$ cat src/rtl/oper_loc_pkg.sv
package oper_loc_pkg;

   typedef enum logic [2:0] {
      AM_REG = 3'd0,
      AM_IMM = 3'd1,
      AM_ABS = 3'd2,
      AM_IDX = 3'd3,
      AM_SYM = 3'd4,
      AM_IND = 3'd5,
      AM_INC = 3'd6,
      AM_BAD = 3'd7
   } amode_t;

   typedef enum logic [1:0] {
      BS_ZERO = 2'd0,
      BS_REG  = 2'd1,
      BS_PC   = 2'd2
   } base_sel_t;

   typedef struct packed {
      logic      addr_valid;
      logic      uses_ext;
      logic      is_imm;
      logic      err;
      logic      post_inc;
      logic      add_ext;
      base_sel_t base;
   } dec_t;

endpackage

$ cat src/rtl/oper_loc_decode.sv
module oper_loc_decode
   import oper_loc_pkg::*;
(
   input  logic [2:0] mode_i,
   output dec_t       dec_o
);

   amode_t mode;
   assign mode = amode_t'(mode_i);

   always_comb begin
      dec_o = '{addr_valid: 1'b0, uses_ext: 1'b0, is_imm: 1'b0, err: 1'b0,
                post_inc: 1'b0, add_ext: 1'b0, base: BS_ZERO};
      case (mode)
         AM_REG: ;
         AM_IMM: begin
            dec_o.is_imm   = 1'b1;
            dec_o.uses_ext = 1'b1;
         end
         AM_ABS: begin
            dec_o.addr_valid = 1'b1;
            dec_o.uses_ext   = 1'b1;
            dec_o.add_ext    = 1'b1;
         end
         AM_IDX: begin
            dec_o.addr_valid = 1'b1;
            dec_o.uses_ext   = 1'b1;
            dec_o.add_ext    = 1'b1;
            dec_o.base       = BS_REG;
         end
         AM_SYM: begin
            dec_o.addr_valid = 1'b1;
            dec_o.uses_ext   = 1'b1;
            dec_o.add_ext    = 1'b1;
            dec_o.base       = BS_PC;
         end
         AM_IND: begin
            dec_o.addr_valid = 1'b1;
            dec_o.base       = BS_REG;
         end
         AM_INC: begin
            dec_o.addr_valid = 1'b1;
            dec_o.post_inc   = 1'b1;
            dec_o.base       = BS_REG;
         end
         default: dec_o.err = 1'b1;
      endcase
   end

endmodule

$ cat src/rtl/oper_loc_addr.sv
module oper_loc_addr
   import oper_loc_pkg::*;
#(
   parameter int AW         = 16,
   parameter bit SHARED_ADD = 1'b1
)(
   input  base_sel_t         base_i,
   input  logic              add_ext_i,
   input  logic [AW-1:0]     reg_val_i,
   input  logic [AW-1:0]     pc_i,
   input  logic [AW-1:0]     ext_i,
   output logic [AW-1:0]     ea_o
);

   logic [AW-1:0] offset;
   assign offset = add_ext_i ? ext_i : '0;

   generate
      if (SHARED_ADD) begin : g_shared
         logic [AW-1:0] base_val;
         always_comb begin
            case (base_i)
               BS_REG:  base_val = reg_val_i;
               BS_PC:   base_val = pc_i;
               default: base_val = '0;
            endcase
         end
         assign ea_o = base_val + offset;
      end else begin : g_split
         logic [AW-1:0] sum_reg;
         logic [AW-1:0] sum_pc;
         assign sum_reg = reg_val_i + offset;
         assign sum_pc  = pc_i + offset;
         always_comb begin
            case (base_i)
               BS_REG:  ea_o = sum_reg;
               BS_PC:   ea_o = sum_pc;
               default: ea_o = offset;
            endcase
         end
      end
   endgenerate

endmodule

$ cat src/rtl/oper_loc_wb.sv
module oper_loc_wb #(
   parameter int AW = 16,
   parameter int RW = 4
)(
   input  logic          clk,
   input  logic          rst_n,
   input  logic          fire_i,
   input  logic          byte_i,
   input  logic [RW-1:0] sel_i,
   input  logic [AW-1:0] ptr_i,
   output logic          wb_en_o,
   output logic [RW-1:0] wb_idx_o,
   output logic [AW-1:0] wb_val_o
);

   localparam logic [AW-1:0] STEP_BYTE = AW'(1);
   localparam logic [AW-1:0] STEP_WORD = AW'(2);

   logic [AW-1:0] next_ptr;
   assign next_ptr = ptr_i + (byte_i ? STEP_BYTE : STEP_WORD);

   always_ff @(posedge clk or negedge rst_n) begin
      if (!rst_n) begin
         wb_en_o  <= 1'b0;
         wb_idx_o <= '0;
         wb_val_o <= '0;
      end else begin
         wb_en_o <= fire_i;
         if (fire_i) begin
            wb_idx_o <= sel_i;
            wb_val_o <= next_ptr;
         end
      end
   end

endmodule

$ cat src/rtl/oper_loc_gen.sv
module oper_loc_gen
   import oper_loc_pkg::*;
#(
   parameter int AW         = 16,
   parameter int NREG       = 16,
   parameter bit SHARED_ADD = 1'b1,
   localparam int RW        = $clog2(NREG)
)(
   input  logic          clk,
   input  logic          rst_n,
   input  logic          step_i,
   input  logic [2:0]    mode_i,
   input  logic [RW-1:0] reg_sel_i,
   input  logic [AW-1:0] reg_val_i,
   input  logic [AW-1:0] pc_i,
   input  logic [AW-1:0] ext_i,
   input  logic          byte_i,
   output logic [AW-1:0] ea_o,
   output logic          addr_valid_o,
   output logic          is_imm_o,
   output logic          uses_ext_o,
   output logic          err_o,
   output logic          wb_en_o,
   output logic [RW-1:0] wb_idx_o,
   output logic [AW-1:0] wb_val_o
);

   generate
      if (AW < 2) begin : g_bad_aw
         $error("oper_loc_gen: AW must be at least 2");
      end
      if (NREG < 2 || (1 << RW) != NREG) begin : g_bad_nreg
         $error("oper_loc_gen: NREG must be a power of two, at least 2");
      end
   endgenerate

   dec_t dec;

   oper_loc_decode u_dec (
      .mode_i (mode_i),
      .dec_o  (dec)
   );

   oper_loc_addr #(.AW(AW), .SHARED_ADD(SHARED_ADD)) u_addr (
      .base_i    (dec.base),
      .add_ext_i (dec.add_ext),
      .reg_val_i (reg_val_i),
      .pc_i      (pc_i),
      .ext_i     (ext_i),
      .ea_o      (ea_o)
   );

   oper_loc_wb #(.AW(AW), .RW(RW)) u_wb (
      .clk      (clk),
      .rst_n    (rst_n),
      .fire_i   (step_i && dec.post_inc),
      .byte_i   (byte_i),
      .sel_i    (reg_sel_i),
      .ptr_i    (reg_val_i),
      .wb_en_o  (wb_en_o),
      .wb_idx_o (wb_idx_o),
      .wb_val_o (wb_val_o)
   );

   assign addr_valid_o = dec.addr_valid;
   assign is_imm_o     = dec.is_imm;
   assign uses_ext_o   = dec.uses_ext;
   assign err_o        = dec.err;

endmodule

$ cat config.mk
export PLATFORM = sky130hd
export DESIGN_NAME = oper_loc_gen
export DESIGN_NICKNAME = d
export VERILOG_FILES = /design/src/rtl/oper_loc_pkg.sv /design/src/rtl/oper_loc_decode.sv /design/src/rtl/oper_loc_addr.sv /design/src/rtl/oper_loc_wb.sv /design/src/rtl/oper_loc_gen.sv
export SDC_FILE = /design/constraint.sdc
export NUM_CORES = 1
export LEC_CHECK = 0
export BUFFER_PORTS_ARGS = -buffer_cell sky130_fd_sc_hd__buf_4
export CAP_MARGIN = 20
export CORE_UTILIZATION = 52
export DETAILED_ROUTE_END_ITERATION = 6
export PLACE_DENSITY = 0.87
export SLEW_MARGIN = 30
export SYNTH_ARGS = -nofsm -noshare
export SYNTH_HDL_FRONTEND = slang
export SYNTH_SLANG_ARGS = --single-unit
$ cat constraint.sdc
create_clock -name clk -period 5.9 [get_ports clk]
set_clock_uncertainty 0.15 [all_clocks]
set_input_delay 0.295 -clock clk [delete_from_list [all_inputs] [get_ports clk]]
set_output_delay 0.295 -clock clk [all_outputs]
set_load 0.01 [all_outputs]
==> results.txt <==
The worst hold path begins at reg_sel_i[0]. The via count of the first global-routing pass is 2,117. Across all layers, the routed design uses 2,324 vias.

The final weighted congestion of routability-driven global placement is 0.914, and the antenna diode instance count is 0. Prior to clock tree synthesis, the placed netlist has a worst setup slack of 2010 ps. The count of buffers added on input and output ports is 99.

Number of warnings reported in the yosys synthesis log: 0. The run finished with clean final reports. The total overflow left after global routing is 0. For the area of all sequential standard cells, the log shows 526 µm². The floorplan core area was 0.00406 mm²; the final critical path time including I/O delays and setup was 3940 ps.

No sink is reached through more buffers than the 2 on the longest clock path. The number of antenna violations at the first check in global routing is 0, and the number of nets in the layout is 461. After synthesis, the mean cell area works out to 7.75 µm².

The tools report the effective utilization at floorplan as 0.552. After clock tree synthesis, the setup repair step added 0 buffers. The average wire per standard cell is 13.3 µm, and the via density per instance is 5.40. The floorplan die height works out to 67.6 µm. The run gives 0.246 as the global-route usage over all layers. Detailed placement ended at an HPWL of 4730 µm.

The area added between synthesis and finish came out at 36.2%. The endpoint class of the critical path is an output port. The logs give 21 for the sink count of the clock tree and 0 ps for the sum of negative setup slack. The max-slew violation count was 0; the post-layout instance area was 0.00305 mm². In this run the worst path has a maximum fanout of 16.

TritonCTS built the clock tree. Number of fill cells: 301. The post-cts gate resize count is 0, and the number of buffers inserted by hold repair at cts is 1. Clock tree synthesis selected as its root buffer the cell sky130_fd_sc_hd__clkbuf_8. The fraction of the cycle the final worst path needs was 0.668; the power per cell area was 173 mW/mm².

The kind of critical path is in2out. The run gives 254 MHz as the fmax. For the data arrival time of the critical path, the log shows 3490 ps. The count of final setup violators was 0; the initial detailed-routing violation count was 94. The setup slack after layout was 1960 ps; the worst slew margin relative to its limit was 0.456.

Max-cap violations in this run came to 0. Summing every instance area after synthesis gives 0.00224 mm². The leakage power came out at 0.00154 µW. The ratio of cells with drive above 1 in the final layout is 0.300, and the actual transition at the worst max-transition pin is 800 ps. The number of levels in the clock H-tree was 1. The first detailed-routing pass took 4 iterations. The core utilization of the finished layout was 0.752; the final hold violation count was 0.

The count of nets left with antenna violations once routing finished came out at 0. The multi-input combinational cells in the finished layout cover a total of 0.00162 mm². The synthesized instance count was 289.

Setup repair after global routing left no endpoint under its margin. The maximum ir drop on the vdd rail was 0.0633 mV; the total DRC errors in the routed layout was 0. Die footprint: 0.00457 mm². The worst reg2reg path startpoint was u_wb.wb_val_o[2]$_DFFE_PN0P_.

The netlist uses 42 different library cells. The synthesized flop and latch total came out at 21. At the later pin of the worst-skew pair, clock insertion delay measures 260 ps. TritonCTS created 3 clock buffers. The startpoint type of the worst setup path was a primary input. The initialized floorplan defines 23 standard-cell rows.

Synthesis produced a netlist with a net count of 369. Proportion of synthesized chip area in sequential cells: 0.235. Chip width: 67.6 µm.

The required time reported for the critical path endpoint is 5450 ps. Cell area after placement: 0.00300 mm². The launching instance or port of the critical path was mode_i[1]. During I/O placement, the number of pins put on the boundary was 100. The first-pass GRT wire length came out at 8790 µm. After detailed routing, the total wire length is 5710 µm.

Entering global routing, the biggest net connects 36 pins. Path category of the worst min-delay check: in2reg. After clock tree synthesis, the clock-pin slew on the worst setup and hold paths is 70 ps.
-- worst paths after layout --
kind	to	cells past startpoint	slack [ps]
worst max-delay path	ea_o[12]	17	1960
worst min-delay path	u_wb.wb_idx_o[0]$_DFFE_PN0P_	3	70
worst max register to register	u_wb.wb_val_o[2]$_DFFE_PN0P_	2	5080
worst min register to register	u_wb.wb_idx_o[2]$_DFFE_PN0P_	2	330
max in group asynchronous	u_wb.wb_val_o[13]$_DFFE_PN0P_	2	5090
min in group asynchronous	u_wb.wb_val_o[5]$_DFFE_PN0P_	2	300
-- area by class of cell --
class,count,area share
inverter,11,0.0135
clock buffer,4,0.0148
sequential,21,0.172
timing repair buffer,101,0.249
multi-input combinational,243,0.530
tap,50,0.0205
-- cells by family after synthesis --
kind of cell / Yosys count / share of synthesized area
xor gates and xnor gates: 30 / 0.117
AOI/OAI and AO/OA: 67 / 0.199
adders and majority gates: 21 / 0.124
and+or+nand+nor: 123 / 0.270
buffers and inverters: 25 / 0.0441
muxes: 2 / 0.0106
DFF: 21 / 0.235
-- Yosys cell counts (all sizes together) --
master  number  area, µm²
nand4b       1       8.76
mux2i        2       23.8
o41ai        1       16.3
nand2b       3       18.8
and2         1       6.26
a21o         3       22.5
o211ai       2       15.0
xnor2       15        131
o21ai       22        118
nand4        7       65.1
nand2       49        184
nand3        6       30.0
nor2        31        119
fa           2       40.0
a211o        1       8.76
o311ai       1       8.76
nor2b       16        100
xor2        15        131
nor4b        1       23.8
nor3         3       15.0
dfrtp       21        526
o31a         1       8.76
inv         11       41.3
o21bai       3       22.5
a22oi       16        120
and4         1       8.76
or2          1       6.26
o31ai        1       7.51
ha          19        238
clkbuf      10       37.5
and3         3       18.8
buf          4       20.0
a311oi       1       15.0
a21oi       13       68.8
a211oi       2       15.0
-- registers in the layout, summed over array words and instances, names as in the netlist --
register,cells
u_wb.wb_en_o,1
u_wb.wb_idx_o,4
u_wb.wb_val_o,16
-- per-stage QoR --
| stage | hold WS, ps | total power (µW) | std cells |
|---|---|---|---|
| after floorplan | -151 | 314 | 289 |
| after global placement | 34.3 | 433 | 425 |
| after detailed placement | 34.1 | 439 | 425 |
| after CTS | 74.1 | 531 | 430 |
| after global routing | 83.4 | 566 | 430 |
| final | 70.2 | 529 | 430 |
-- worst max-delay path: stages --
cell                       delay [ps]
sky130_fd_sc_hd__buf_4            140
sky130_fd_sc_hd__xor2_1           160
sky130_fd_sc_hd__nand2_1           60
sky130_fd_sc_hd__o21ai_0          110
sky130_fd_sc_hd__inv_1             80
sky130_fd_sc_hd__ha_1             470
sky130_fd_sc_hd__a22oi_1          190
sky130_fd_sc_hd__nor2_1           140
sky130_fd_sc_hd__ha_1             200
sky130_fd_sc_hd__inv_1             60
sky130_fd_sc_hd__fa_1             400
sky130_fd_sc_hd__nand2b_1         190
sky130_fd_sc_hd__a21oi_2          230
sky130_fd_sc_hd__o21ai_1          140
sky130_fd_sc_hd__a311oi_2         300
sky130_fd_sc_hd__xor2_1           200
sky130_fd_sc_hd__buf_4            150
-- where the power goes --
group          internal (µW)  switching [µW]
combinational            128             124
sequential               171            14.4
clock                   48.1            43.4
total                    347             182
-- cells in the final DEF (no fill, tap or decap), drive strengths merged, types with 2 or more instances in the layout --
cell type and instances:
a211oi 2, a21o 3, a21oi 13, a22oi 16, and3 3, buf 100
clkbuf 4, dfrtp 21, fa 2, ha 19, inv 11, mux2i 2
nand2 49, nand2b 3, nand3 6, nand4 7, nor2 31, nor2b 16
nor3 3, o211ai 2, o21ai 22, o21bai 3, xnor2 15, xor2 15
-- metal layers --
metal / global-route usage / routed length (µm) / up-vias
met3: 0.0270 / 296 / 13
met2: 0.448 / 2900 / 77
li1: - / - / 1187
met4: 0.0957 / 111 / 0
met5: 0 / 0 / -
met1: 0.291 / 2400 / 1047
Note: power is estimated with default switching activity, not from simulation.
